===== config.mk =====
export PLATFORM = sky130hd
export DESIGN_NAME = dbg_host_regs
export DESIGN_NICKNAME = d
export VERILOG_FILES = /design/src/rtl/dbg_host_regs.sv
export SDC_FILE = /design/constraint.sdc
export NUM_CORES = 1
export LEC_CHECK = 0
export ABC_AREA = 1
export BUFFER_PORTS_ARGS = -buffer_cell sky130_fd_sc_hd__buf_4
export CAP_MARGIN = 20
export CORE_AREA = 8 8 188 136
export CTS_CLUSTER_SIZE = 30
export DETAILED_ROUTE_END_ITERATION = 16
export DIE_AREA = 0 0 196 144
export PLACE_DENSITY = 0.79
export SLEW_MARGIN = 5
export SYNTH_ARGS = -nofsm -noshare
export SYNTH_HDL_FRONTEND = slang
export SYNTH_SLANG_ARGS = --single-unit

===== constraint.sdc =====
create_clock -name clk -period 1.22 [get_ports clk]
set_input_delay 0.122 -clock clk [delete_from_list [all_inputs] [get_ports clk]]
set_output_delay 0.122 -clock clk [all_outputs]
set_load 0.02 [all_outputs]

===== src/rtl/dbg_host_regs.sv =====
module dbg_host_regs #(
  parameter int NHARTS = 4,
  parameter int SEL_W  = 4,
  parameter int NDATA  = 2,
  parameter int NPROG  = 4,
  parameter int AW     = 7
)(
  input  logic              clk,
  input  logic              rst_n,
  input  logic              req_valid,
  input  logic              req_write,
  input  logic [AW-1:0]     req_addr,
  input  logic [31:0]       req_wdata,
  output logic              rsp_valid,
  output logic [31:0]       rsp_rdata,
  output logic              rsp_err,
  input  logic [NHARTS-1:0] hart_exists,
  input  logic [NHARTS-1:0] hart_halted,
  input  logic              cmd_accept,
  input  logic              cmd_done,
  input  logic              cmd_fault,
  input  logic [2:0]        cmd_fault_code,
  output logic              cmd_start,
  output logic [31:0]       cmd_word,
  output logic [NHARTS-1:0] halt_req,
  output logic              resume_go,
  output logic [SEL_W-1:0]  hart_sel,
  output logic              ndm_reset
);
  localparam int A_DATA = 4, A_CTRL = 16, A_STAT = 17, A_ACS = 22;
  localparam int A_CMD = 23, A_AUTO = 24, A_PROG = 32;
  localparam int DIW = NDATA  > 1 ? $clog2(NDATA)  : 1;
  localparam int PIW = NPROG  > 1 ? $clog2(NPROG)  : 1;
  localparam int HIW = NHARTS > 1 ? $clog2(NHARTS) : 1;
  localparam logic [2:0] ERR_BUSY = 3'd1;

  logic [31:0]      data_q [NDATA];
  logic [31:0]      prog_q [NPROG];
  logic             active_q, halt_q, resume_q, busy_q;
  logic [2:0]       err_q;
  logic [NDATA-1:0] auto_data_q;
  logic [NPROG-1:0] auto_prog_q;
  logic [31:0]      rd;
  logic             hit;

  function automatic logic hart_there(logic [SEL_W-1:0] s, logic [NHARTS-1:0] ex);
    return (32'(s) < NHARTS) && ex[HIW'(s)];
  endfunction

  logic [31:0] a32;
  assign a32 = 32'(req_addr);

  logic is_data, is_prog, wr, ctrl_wr, deact, resume_fire, data_acc, sel_ok;
  logic [DIW-1:0] didx;
  logic [PIW-1:0] pidx;
  assign is_data     = a32 >= A_DATA && a32 < A_DATA + NDATA;
  assign is_prog     = a32 >= A_PROG && a32 < A_PROG + NPROG;
  assign didx        = DIW'(a32 - A_DATA);
  assign pidx        = PIW'(a32 - A_PROG);
  assign wr          = req_valid && req_write;
  assign ctrl_wr     = wr && a32 == A_CTRL;
  assign deact       = ctrl_wr && !req_wdata[0];
  assign resume_fire = ctrl_wr && req_wdata[0] && req_wdata[30] &&
                       hart_there(req_wdata[16 +: SEL_W], hart_exists);
  assign data_acc    = req_valid && is_data;
  assign sel_ok      = hart_there(hart_sel, hart_exists);

  always_comb begin
    rd  = '0;
    hit = 1'b1;
    if (is_data) rd = data_q[didx];
    else if (is_prog) rd = prog_q[pidx];
    else begin
      case (a32)
        A_CTRL: begin
          rd[31] = halt_q;
          rd[30] = resume_q;
          rd[16 +: SEL_W] = hart_sel;
          rd[1] = ndm_reset;
          rd[0] = active_q;
        end
        A_STAT: begin
          rd[15:14] = {2{!sel_ok}};
          rd[11:10] = {2{sel_ok && !hart_halted[HIW'(hart_sel)]}};
          rd[9:8]   = {2{sel_ok &&  hart_halted[HIW'(hart_sel)]}};
          rd[7]     = 1'b1;
          rd[3:0]   = 4'd2;
        end
        A_ACS: begin
          rd[28:24] = 5'(NPROG);
          rd[12]    = busy_q;
          rd[10:8]  = err_q;
          rd[3:0]   = 4'(NDATA);
        end
        A_CMD:  rd = '0;
        A_AUTO: begin
          rd[16 +: NPROG] = auto_prog_q;
          rd[NDATA-1:0]   = auto_data_q;
        end
        default: hit = 1'b0;
      endcase
    end
  end

  always_ff @(posedge clk or negedge rst_n) begin
    if (!rst_n) begin
      for (int i = 0; i < NDATA; i++) data_q[i] <= '0;
      for (int i = 0; i < NPROG; i++) prog_q[i] <= '0;
    end else if (wr) begin
      if (is_data) data_q[didx] <= req_wdata;
      if (is_prog) prog_q[pidx] <= req_wdata;
    end
  end

  always_ff @(posedge clk or negedge rst_n) begin
    if (!rst_n) begin
      rsp_valid <= 1'b0; rsp_rdata <= '0; rsp_err <= 1'b0;
      cmd_start <= 1'b0; cmd_word <= '0; resume_go <= 1'b0;
      active_q <= 1'b0; halt_q <= 1'b0; resume_q <= 1'b0; ndm_reset <= 1'b0;
      hart_sel <= '0; busy_q <= 1'b0; err_q <= '0;
      auto_data_q <= '0; auto_prog_q <= '0;
    end else begin
      rsp_valid <= req_valid;
      rsp_rdata <= (req_valid && !req_write && hit) ? rd : '0;
      rsp_err   <= req_valid && !req_write && !hit;
      cmd_start <= (data_acc && auto_data_q[didx]) || (wr && a32 == A_CMD);
      resume_go <= resume_fire;
      if (wr && a32 == A_CMD) cmd_word <= req_wdata;
      if (ctrl_wr) begin
        active_q  <= req_wdata[0];
        halt_q    <= req_wdata[0] && req_wdata[31];
        resume_q  <= req_wdata[0] && req_wdata[30];
        ndm_reset <= req_wdata[0] && req_wdata[1];
        hart_sel  <= req_wdata[0] ? req_wdata[16 +: SEL_W] : '0;
      end
      if (deact) begin
        busy_q <= 1'b0;
        err_q <= '0;
        auto_data_q <= '0;
        auto_prog_q <= '0;
      end else begin
        busy_q <= (busy_q && !cmd_done) || cmd_accept || resume_fire;
        if (wr && a32 == A_AUTO) begin
          auto_data_q <= req_wdata[NDATA-1:0];
          auto_prog_q <= req_wdata[16 +: NPROG];
        end
        if (wr && a32 == A_ACS) begin
          if (req_wdata[10:8] == 3'd0) err_q <= '0;
        end else if (err_q == 3'd0) begin
          if (data_acc && busy_q) err_q <= ERR_BUSY;
          else if (cmd_fault) err_q <= cmd_fault_code;
        end
      end
    end
  end

  always_comb
    for (int h = 0; h < NHARTS; h++)
      halt_req[h] = halt_q && (32'(hart_sel) == h);
endmodule


==> After elaboration in Yosys (flattened, before gate mapping) <==
Cells that the tools add are included.
{ "totals": {"reg_bits": 278, "inputBits": 57, "output_inout_bits": 77, "elab_cells": 145} }
{ "classes": {"addsub": 2, "n_lt_le_gt_ge": 13, "n_eq_ne": 9, "mux": 47, "bitwise": 2, "reduce_logical": 51} }
{ "ops": {"columns": ["cell", "n"], "rows": [
  ["$mux 32", 10],
  ["$bwmux 128", 1],
  ["$bmux 32 s2", 1],
  ["$bwmux 64", 1],
  ["$demux 32 s2", 1],
  ["$eq 7x5->1 const B", 5],
  ["$demux 32 s1", 1],
  ["$logic_and 1x1->1", 31],
  ["$mux 3", 7],
  ["$mux 1", 12],
  ["$mux 4", 3],
  ["$eq 4x2->1 const B", 2],
  ["$lt 4x3->1 const B", 2],
  ["$mux 2", 4],
  ["$pmux 4 s2", 1],
  ["$ge 7x3->1 const B", 1],
  ["$ge 7x6->1 const B", 1],
  ["$lt 7x3->1 const B", 1],
  ["$lt 7x6->1 const B", 1],
  ["$bmux 1 s2", 3],
  ["$logic_not 1->1", 6],
  ["$logic_not 3->1", 2],
  ["$lt 2x3->1 const B", 2],
  ["$pmux 2 s3", 1],
  ["other kinds (21)", 24]
]} }

==> Longest topological paths before layout <==
Gate-level depths: netlist of the first run.
{ "depth": {"word_depth": 8, "ltp_mapped": 11, "ltp_nobuf": 11} }

==> Worst setup path before layout of the first run <==
Ideal clock, no wire load.
{ "synth_path": {"kind": "register to register", "startpoint": "reg hart_sel[0]", "endpoint": "reg rsp_rdata[8]", "setup_time_ps": 72, "t_arrival_ps": 1309, "required_time_ps": 1148, "slack_ps": -161, "stages_incl_launch_ff": 10, "path_buffers": 0, "period_less_slack_ps": 1381, "path_cell_list": "dfrtp_1 -> inv_1 -> nand2_1 -> nand2_1 -> nand2_1 -> nand2_1 -> nand3_1 -> o21ai_0 -> nor2_1 -> nor2_1"} }
{ "synth_between": {"elab_chain_cells": 8, "word_cells_on_any_way": 11, "cone_classes": "order compare: 1; mux: 8; reduce/logical: 2"} }
{ "synth_lines": {"columns": ["element", "line_no", "text"], "rows": [
  ["start: declaration", "27", "output logic [SEL_W-1:0] hart_sel,"],
  ["start signal: assignment", "134", "hart_sel <= req_wdata[0] ? req_wdata[16 +: SEL_W] : '0;"],
  ["branches (longest 3 deep; another with $lt 4x3->1)", null, null],
  ["$logic_and 1x1->1 (*)", "85", "rd[9:8] = {2{sel_ok && hart_halted[HIW'(hart_sel)]}};"],
  ["$pmux 3 s2 (*)", "74", "case (a32)"],
  ["$mux 32 (*)", "72", "else if (is_prog) rd = prog_q[pidx];"],
  ["$mux 32 (*)", "71", "if (is_data) rd = data_q[didx];"],
  ["$mux 32 (*)", "124", "rsp_rdata <= (req_valid && !req_write && hit) ? rd : '0;"],
  ["end signal: assignment", "124", null],
  ["end: declaration", "15", "output logic [31:0] rsp_rdata,"]
]} }
Every way passes the cells marked *. The select of a mux whose other input is x is not followed.
A chain may end at the register's enable or synchronous reset.

==> Final worst setup path of the first run <==
{ "layout_path": {"startpoint": "reg hart_sel[3]", "endpoint": "out halt_req[0]"} }
{ "layout_between": {"elab_chain_cells": 2} }
{ "layout_lines": {"columns": ["element", "line_no", "text"], "rows": [
  ["$logic_not 4->1", "159", "halt_req[h] = halt_q && (32'(hart_sel) == h);"],
  ["$logic_and 1x1->1", "159", null],
  ["end: declaration", "25", "output logic [NHARTS-1:0] halt_req,"]
]} }
Every way passes these cells.

==> results of run 1 <==
-- per-stage QoR --
| stage | util | hold slack (ns) | std cells | setup slack [ns] |
|---|---|---|---|---|
| after floorplan | - | -0.174 | 1328 | -0.152 |
| after global placement | 0.610 | 0.0272 | 1795 | -0.391 |
| after detailed placement | 0.610 | 0.0288 | 1795 | -0.361 |
| after CTS | 0.672 | 0.000294 | 1890 | -0.376 |
| after global routing | 0.684 | 0.00140 | 1905 | -0.552 |
| final | 0.684 | 0.00357 | 1905 | -0.508 |
-- report_power, final --
| group | switching [mW] | internal, mW | total (mW) |
|---|---|---|---|
| registers | 0.250 | 9.62 | 9.87 |
| clock network | 3.43 | 4.55 | 7.97 |
| logic | 1.26 | 0.928 | 2.19 |
| total | 4.94 | 15.1 | 20.0 |
-- cell type report --
class	count	area share
inverter	69	0.0174
clock inverter	3	0.000956
tap	294	0.0234
sequential	278	0.443
clock buffer	44	0.0522
timing repair buffer	303	0.179
multi-input combinational	914	0.284
-- cells in the mapped netlist (all sizes together) --
library cell,count
clkinv,2
o22ai,24
nand2,353
clkbuf,41
inv,67
o211ai,7
nor3,10
nand3b,1
nand3,30
dfrtp,278
a22oi,30
or2,4
buf,26
o21ai,259
a21oi,42
nand4,6
nor2,145
o21bai,1
o2111ai,2
-- repair_timing --
item                                   4_1_cts  5_1_grt
gates resized for setup                     38       52
setup endpoints to repair                   29       64
hold buffers                                36        0
pin swaps                                   14       23
buffers inserted                            17       16
endpoints found under the hold margin      385        0
cloned                                       0        0
-- path summary, 6_finish.rpt --
kind                                         start                       to  slack [ns]  depth (start not counted)
hold reg to reg             data_q[37]$_DFFE_PN0P_   data_q[37]$_DFFE_PN0P_        0.49                          2
setup / recovery           hart_sel[3]$_DFFE_PN0N_              halt_req[0]       -0.51                          4
min in group asynchronous                    rst_n  hart_sel[0]$_DFFE_PN0N_        0.07                          2
max in group asynchronous                    rst_n  rsp_rdata[21]$_DFF_PN0_        0.52                          3
setup reg to reg           hart_sel[3]$_DFFE_PN0N_   rsp_rdata[8]$_DFF_PN0_       -0.32                          9
hold / removal                        req_wdata[6]    prog_q[6]$_DFFE_PN0P_       0.004                          3
-- routing by layer --
layer | part of all wire | global-route usage | vias up
met3 | 0.11 | 0.0663 | 67
met5 | 0 | 0 | -
met1 | 0.43 | 0.369 | 5196
met4 | 0.020 | 0.0593 | 0
li1 | - | - | 4924
met2 | 0.44 | 0.379 | 561
-- cell families (layout without fill, tap and decap cells) --
family / Yosys count / in the layout / share of synthesized area
DFF: 278 / 278 / 0.590
AOI/OAI and AO/OA: 365 / 365 / 0.166
buffers and inverters: 136 / 419 / 0.0474
and+or+nand+nor: 549 / 549 / 0.196
-- state kept, by name, summed over array words and instances (netlist names), 2 cells and up --
register and flops:
hart_sel 4, auto_data_q 2, cmd_word 32, err_q 3
rsp_rdata 32, data_q 64, prog_q 128, auto_prog_q 4
-- critical path, delay by kind of cell, from the launching register on --
family	cells	cell delay, ns
flops	1	0.42
buf+inv	1	0.16
simple gates	3	0.49
==> impl_results.md, run 1 <==
* Outcome: complete, but fails checks
* Failing checks: setup timing
* Final Cell Area at 15700 µm²
* Tightest Pin Transition at 0.455 ns
* Endpoints failing setup at 20
* Pre-antenna DRT Iters at 6
* # diodes at 0
* Total Routing Usage GR at 0.255
* Die ar. at 28200 µm²
* Syn nets at 1385
* Port bufs at 133
* TritonCTS clock tree: yes
* CTS max path bufs at 3
* Register Area at 6960 µm²
* IO Pins at 134
* WL/cell at 19.2 µm
* Commonest non-fill, non-tap cells in the layout: nand2_1, dfrtp_1, buf_4, o21ai_0, nor2_1
* Fin Clk Skew at 0.0248 ns
* Leakage power at 7.67 nW
* Routability cong. at 0.945
* Layout cells sized above 1 at 0.241
* Via density at 5.64
* Synthesized instance count at 1328
* Critical-path maximum fanout at 4
* Syn Std Cell Area at 11800 µm²
* Starting Density at 0.514
* RSZ-0062 raised after global routing: true
* CTS sink cnt at 278
* CTS clk-pin slew, worst paths at 0.06 ns
* WL final at 36.5 mm
* Fill count at 1706
* Starting DRT DRC Count at 1171
* Die width at 196 µm
* Maxcap violations at 0
* Post-route minimum period at 1.73 ns
* Area of placed instances at 14000 µm²
* Yosys top cell by area: dfrtp_1
* Largest net degree at the start of global routing at 57
* Nets@finish at 1650
* Final hold vios at 0
* ANT nets after route at 0
* Synth warnings at 0
* Worst IR drop on VDD at 0.000963 V
* Power Density at 1280 nW/µm²
* DP Wirelength at 23.9 mm
* # DRC at 0
* Root Driver: clkbuf_16
* Top cell type's share of synthesized area at 0.590
* Final Max Tran Viols at 0
* Worst path arrival time at 1.61 ns
* Commonest non-fill, non-tap cell in the layout: nand2_1
* Startpoint types: flip-flop
* WP data required at 1.10 ns
* Area growth syn-to-layout at 33.2%
* H-tree depth at 1
* Kind of critical path: flip-flop to output pin
* Clk_lat worst skew at 0.54 ns
* Sequential fraction of the synthesis area at 0.590
* Mapped Avg Cell Area at 8.87 µm²
* Netlist cell types at 33
* Critical-path top delay cell: dfrtp_1
* Synth top area cells: dfrtp_1, nand2_1, o21ai_0, nor2_1, inv_1
* Row count at 47
* Core Area at 22900 µm²
* First-pass GRT wire length at 57.4 mm
* Worst rel slew slack at 0.693
* Seq cells post-synth at 278
* Setup ws final at -0.508 ns
* Worst-path cell chain: nor2_2 > nand2_2 > nor3_2 > buf_4
* Worst hold-check path type: input port to flip-flop
* Total grt overflow at 0
* Via Count at 10700
* CTS buffer count at 27
* Critical Path End Type: output pin
* Setup TNS at -4.50 ns
* Crit share post-route at 1.42
* Vias in the first global route at 10400
* CP max stage delay at 0.42 ns
* Die Y at 144 µm
* Multi-input logic area at 4460 µm²
* Max Freq at 579 MHz
* Tot Pwr at 20.0 mW
* Initial antenna violation count at 0
Note: power is estimated with default switching activity, not from simulation.
==> run 2, diff against run 1 <==
REMOVE_ABC_BUFFERS = 1   (was unset)
==> run 2 against run 1 <==
Against the previous run:
- sequential cell count did not move
- clock-buffer cell count shrank 1
- setup slack better by 0.089 ns
- final area is 0.77% higher
- first-iteration DRC count up 3.9%
- sequential power is essentially flat
- final cell count grew 0.47%
- critical endpoint is now rsp_rdata[11]$_DFF_PN0_
- the flow still finishes with violations (setup timing)
- largest cell class unchanged
- largest power group unchanged
- die area unchanged
- worst hold slack improved by 0.031 ns
- highest routed layer unchanged
- critical path depth increased by 6
- fmax is 5.4% higher
==> impl_results.md, run 2 (same netlist as run 1, synthesis figures left out) <==
* Root Driver: clkbuf_16
* Failing checks: setup timing
* Top Registers: prog_q x128, data_q x64
* Routability cong. at 0.901
* WP data required at 1.69 ns
* Crit share post-route at 1.34
* CTS sink cnt at 278
* WL final at 36.5 mm
* Fin cells at 1914
* Place WS at -0.309 ns
* Die width at 196 µm
* Critical Path End Type: flip-flop
* Layout cells sized above 1 at 0.240
* P_int at 15.0 mW
* Maxcap violations at 0
* Core Area at 22900 µm²
* Startpoint types: flip-flop
* Row count at 47
* Worst rel slew slack at 0.698
* Nets@finish at 1660
* Register share of total power at 0.493
* Net Sw Frac at 0.249
* Final hold vios at 0
* Power Density at 1260 nW/µm²
* Starting DRT DRC Count at 1217
* Placed insts at 1801
* Hold depth at 5
* Commonest non-fill, non-tap cells in the layout: nand2_1, dfrtp_1, o21ai_0, buf_4, nor2_1
* Worst IR drop on VDD at 0.00102 V
* First-pass GRT wire length at 57.0 mm
* Final core occ at 0.690
* Pre-antenna DRT Iters at 6
* Die Y at 144 µm
* TritonCTS clock tree: yes
* # DRC at 0
* Max Freq at 610 MHz
* Total Routing Usage GR at 0.252
* Tightest Pin Transition at 0.452 ns
* CTS clk-pin slew, worst paths at 0.07 ns
* Total grt overflow at 0
* IO Pins at 134
* CTS max path bufs at 3
* Worst Reg-to-Reg Cells at 10
* Worst path arrival time at 2.11 ns
* Biggest register: prog_q
* Leakage power at 7.68 nW
* Vias in the first global route at 10600
* Post-route minimum period at 1.64 ns
* Number of flip-flops under the largest register name at 128
* Setup ws final at -0.419 ns
* # diodes at 0
* ANT nets after route at 0
* Hold WS at 0.0342 ns
* Starting Density at 0.514
* Setup TNS at -4.49 ns
* CTS buffer count at 27
* Endpoints failing setup at 20
* Comb power frac at 0.110
* RSZ-0062 raised after global routing: true
* Die ar. at 28200 µm²
* Kind of critical path: flip-flop to flip-flop
* Largest net degree at the start of global routing at 59
* H-tree depth at 1
* Commonest non-fill, non-tap cell in the layout: nand2_1
* Clk network pwr share at 0.396
* Sw Pwr at 4.98 mW
* Area growth syn-to-layout at 34.2%
* Final Max Tran Viols at 0
* WL/cell at 19.1 µm
* Port bufs at 133
* Initial antenna violation count at 0
* Via Count at 10800
* Worst hold-check path type: input port to flip-flop
* Fill count at 1711
* Via density at 5.66
* Critical-path maximum fanout at 4
* Fin Clk Skew at 0.0134 ns
* Clk_lat worst skew at 0.54 ns
* DP Wirelength at 23.8 mm
* Outcome: complete, but fails checks
## run 2: cell count changes in the layout (fill, tap and decap cells not counted), moves of 4 or more
cell | previous run | this run
buf_12 | 21 | 27
nand2_1 | 331 | 325
nand2_2 | 14 | 21
nand3_1 | 17 | 23
nand3_2 | 12 | 6
nor2_1 | 128 | 132
nor2_2 | 9 | 4
o21ai_0 | 198 | 237
o21ai_1 | 59 | 20
## run 2: power groups by stage
stage	clock network (mW)	logic [mW]	registers, mW
final	7.93	2.21	9.87
after global routing	8.41	2.42	9.90
after CTS	8.02	2.06	9.85
after detailed placement	0	1.88	10.0
after global placement	0	1.83	9.99
after floorplan	0	0.718	10.0
## run 2: final cells by class
class,instances,area [µm²],area share
Sequential cell,278,6960,0.440
Multi-Input combinational cell,914,4450,0.281
Inverter,69,264,0.0167
Clock buffer,43,796,0.0503
Clock inverter,3,25.0,0.00158
Tap cell,294,368,0.0233
Timing Repair Buffer,313,2960,0.187
## run 2: metal layers
| metal | wire length, µm | global-route usage |
|---|---|---|
| met5 | 0 | 0 |
| met2 | 16800 | 0.401 |
| met3 | 3700 | 0.0546 |
| met4 | 936 | 0.0704 |
| met1 | 15100 | 0.348 |
## run 2: through the flow
stage               area, µm²  power (mW)
floorplan               11500        10.8
global placement        14100        11.8
detailed placement      14100        11.9
CTS                     15400        19.9
global route            15800        20.7
finish                  15800        20.0
## run 2: final timing paths
kind / slack (ns) / start / endpoint
hold reg to reg: 0.48 / active_q$_DFFE_PN0N_ / active_q$_DFFE_PN0N_
min in group asynchronous: 0.09 / rst_n / prog_q[52]$_DFFE_PN0P_
setup reg to reg: -0.42 / hart_sel[0]$_DFFE_PN0N_ / rsp_rdata[11]$_DFF_PN0_
setup / recovery: -0.42 / hart_sel[0]$_DFFE_PN0N_ / rsp_rdata[11]$_DFF_PN0_
hold / removal: 0.03 / cmd_fault_code[1] / err_q[1]$_DFFE_PN0P_
max in group asynchronous: 0.53 / rst_n / data_q[61]$_DFFE_PN0P_
## run 2: repair_timing
action                                 in CTS  in global routing
pin swaps                                   9                 36
endpoints found under the hold margin     437                  2
setup endpoints to repair                  28                 62
setup buffers                               8                 24
hold buffers                               35                  1
resized for setup                          44                 58
## run 2: critical path: stages (launching register included)
cell and delay (ns):
dfrtp_1 0.40, buf_6 0.13, buf_4 0.13, buf_6 0.12, nand3_2 0.08, nand2_2 0.06, nor2_4 0.15, nand4_1 0.17
nand2_1 0.15, nor2_2 0.05, nor2_1 0.12
==> run 3, diff against run 2 <==
ABC_AREA = 0   (was 1)
CORE_AREA = 2 2 185 132   (was 8 8 188 136)
DIE_AREA = 0 0 187 134   (was 0 0 196 144)
==> run 3 against run 2 <==
Against the previous run:
- setup slack got worse by 0.11 ns
- critical path depth fell by 5
- clock-buffer cell count fell by 12
- the flow still finishes with violations (setup timing)
- largest power group unchanged
- die area fell by 11%
- final cell count fell by 24%
- sequential share of layout area fell by 2.4 points
- sequential power rose by 0.4%
- highest routed layer unchanged
==> impl_results.md, run 3 <==
* Outcome: complete, but fails checks
* Failing checks: setup timing
* Largest net degree at the start of global routing at 61
* Final core occ at 0.717
* IO Pins at 134
* Synth warnings at 0
* Syn Std Cell Area at 12200 µm²
* Critical Path End Type: output pin
* Power Density at 1290 nW/µm²
* Placed insts at 1325
* Critical-path maximum fanout at 2
* Worst rel slew slack at 0.650
* Tot Pwr at 21.6 mW
* CTS max path bufs at 3
* CTS sink cnt at 278
* Worst IR drop on VDD at 0.00109 V
* Startpoint types: flip-flop
* Tightest Pin Transition at 0.519 ns
* Post-route minimum period at 1.75 ns
* Max Freq at 570 MHz
* Maxcap violations at 0
* # DRC at 0
* Worst-path cell chain: buf_6 > nor2_4 > nand3_2 > nor2_2 > buf_4
* Leakage power at 8.15 nW
* WP buf/inv at 2
* Setup ws final at -0.533 ns
* Sw Pwr at 5.13 mW
* Final Max Tran Viols at 0
* Sequential fraction of the synthesis area at 0.571
* Starting Density at 0.522
* Top cell type's share of synthesized area at 0.571
* Pre-antenna DRT Iters at 5
* Commonest non-fill, non-tap cells in the layout: dfrtp_1, mux2_2, buf_4, buf_6, dlygate4sd3_1
* ANT nets after route at 0
* Comb power frac at 0.110
* Family with the most delay on the worst path: flip-flops
* Via density at 5.98
* Kind of critical path: flip-flop to output pin
* Asr flop ratio synth at 1.00
* Die width at 187 µm
* Crit share post-route at 1.44
* Top post-synthesis cells by count: dfrtp_1, mux2_2, mux4_2
* Netlist cell types at 51
* Main synth FF type: dfrtp_1
* Layout cells sized above 1 at 0.606
* CP max stage delay at 0.40 ns
* Register share of total power at 0.459
* Critical-path top delay cell: dfrtp_1
* Via Count at 8708
* Yosys top cell by area: dfrtp_1
* Nets@finish at 1175
* Worst path arrival time at 1.63 ns
* Clk network pwr share at 0.431
* Met2 routed WL at 17.1 mm
* EDFF count, synth at 0
* Number of flip-flops under the largest register name at 128
* First-pass GRT wire length at 49.2 mm
* Fill count at 1386
* Final hold vios at 0
* DP Wirelength at 19.7 mm
* Fin Clk Skew at 0.0128 ns
* Commonest non-fill, non-tap cell in the layout: dfrtp_1
* RSZ-0062 raised after global routing: true
* Net Sw Frac at 0.238
* Vias in the first global route at 8803
* Worst hold-check path type: input port to asynchronous set/reset pin
* Synth top area cells: dfrtp_1, mux2_2, mux4_2, buf_2, a22oi_1
* Clk_lat worst skew at 0.55 ns
* Root Driver: clkbuf_16
* CTS buffer count at 27
* Fin cells at 1457
* Port bufs at 133
* Biggest register: prog_q
* Starting DRT DRC Count at 799
* Total Routing Usage GR at 0.249
* Die ar. at 25100 µm²
* Core Area at 23300 µm²
* Metal3 WL at 2.28 mm
* Routability cong. at 0.822
* Mapped Avg Cell Area at 14.8 µm²
* Top Registers: prog_q x128, data_q x64
* TritonCTS clock tree: yes
* Area growth syn-to-layout at 37.4%
* WL final at 34.9 mm
* Endpoints failing setup at 81
* WL/cell at 24.0 µm
* P_int at 16.4 mW
* Initial antenna violation count at 0
* Die Y at 134 µm
* Setup TNS at -8.44 ns
* Row count at 47
* H-tree depth at 1
* Seq cells post-synth at 278
* Most common cell in the synthesized netlist: dfrtp_1
* Total grt overflow at 0
* Synthesized instance count at 823
* WP data required at 1.10 ns
* Uppermost routed layer: met4
* CTS clk-pin slew, worst paths at 0.07 ns
* WL met1 at 14.5 mm
==> run 3: worst paths after layout <==
| kind | startpoint | to | slack (ns) | depth (start not counted) |
|---|---|---|---|---|
| worst max-delay path | hart_sel[3]$_DFFE_PN0N_ | halt_req[3] | -0.53 | 5 |
| worst min-delay path | rst_n | cmd_word[28]$_DFFE_PN0P_ | 0.03 | 2 |
| worst max register to register | hart_sel[0]$_DFFE_PN0N_ | rsp_rdata[10]$_DFF_PN0_ | -0.52 | 6 |
| worst min register to register | data_q[38]$_DFFE_PN0P_ | data_q[38]$_DFFE_PN0P_ | 0.50 | 1 |
| max in group asynchronous | rst_n | auto_prog_q[0]$_DFFE_PN0P_ | 0.59 | 3 |
| min in group clk | req_wdata[16] | data_q[48]$_DFFE_PN0P_ | 0.03 | 3 |
==> run 3: area by class of cell <==
cell class | count | area (µm²) | area share
antenna | 1 | 2.50 | 0.000149
clock buffer | 31 | 721 | 0.0430
clock inverter | 18 | 268 | 0.0160
inverter | 4 | 15.0 | 0.000897
multi-input combinational | 482 | 5330 | 0.318
sequential | 278 | 6960 | 0.416
tap | 318 | 398 | 0.0238
timing repair buffer | 325 | 3050 | 0.182
==> run 3: what timing repair did <==
action,in CTS,in global routing
gates resized for setup,57,98
setup buffers,17,21
cloned,1,5
pin swaps,35,17
hold buffers,39,0
hold endpoints to repair,500,0
setup endpoints to repair,75,177
==> run 3: routing by layer <==
| metal | global-route usage | vias up |
|---|---|---|
| met5 | 0 | - |
| met1 | 0.337 | 4562 |
| met2 | 0.407 | 413 |
| met3 | 0.0555 | 94 |
| li1 | - | 3639 |
| met4 | 0.0758 | 0 |
==> run 3: power groups by stage <==
stage	sequential [mW]	clock [mW]	combinational, mW
after floorplan	10.1	0	0.704
after global placement	10.0	0	1.83
after detailed placement	10.0	0	1.88
after CTS	9.87	9.32	2.13
after global routing	9.94	9.76	2.53
final	9.91	9.29	2.38
==> run 3: cell families (layout without fill, tap and decap cells) <==
| group | Yosys count | after routing | share of synthesized area |
|---|---|---|---|
| xor gates and xnor gates | 1 | 1 | 0.000719 |
| and+or+nand+nor | 112 | 112 | 0.0523 |
| AOI/OAI and AO/OA | 71 | 71 | 0.0411 |
| buffers and inverters | 63 | 378 | 0.0291 |
| DFF | 278 | 278 | 0.571 |
| muxes | 298 | 298 | 0.306 |
| other | 0 | 1 | 0 |
==> run 3: stage by stage <==
stage	worst slack [ns]	hold WS, ns	cell area [µm²]
6_report	-0.533	0.0317	16700
5_1_grt	-0.570	0.0267	16700
4_1_cts	-0.524	0.00994	16100
3_5_place_dp	-0.637	-0.00418	14300
3_3_place_gp	-0.589	0.000546	14300
2_1_floorplan	-1.41	-0.174	11800
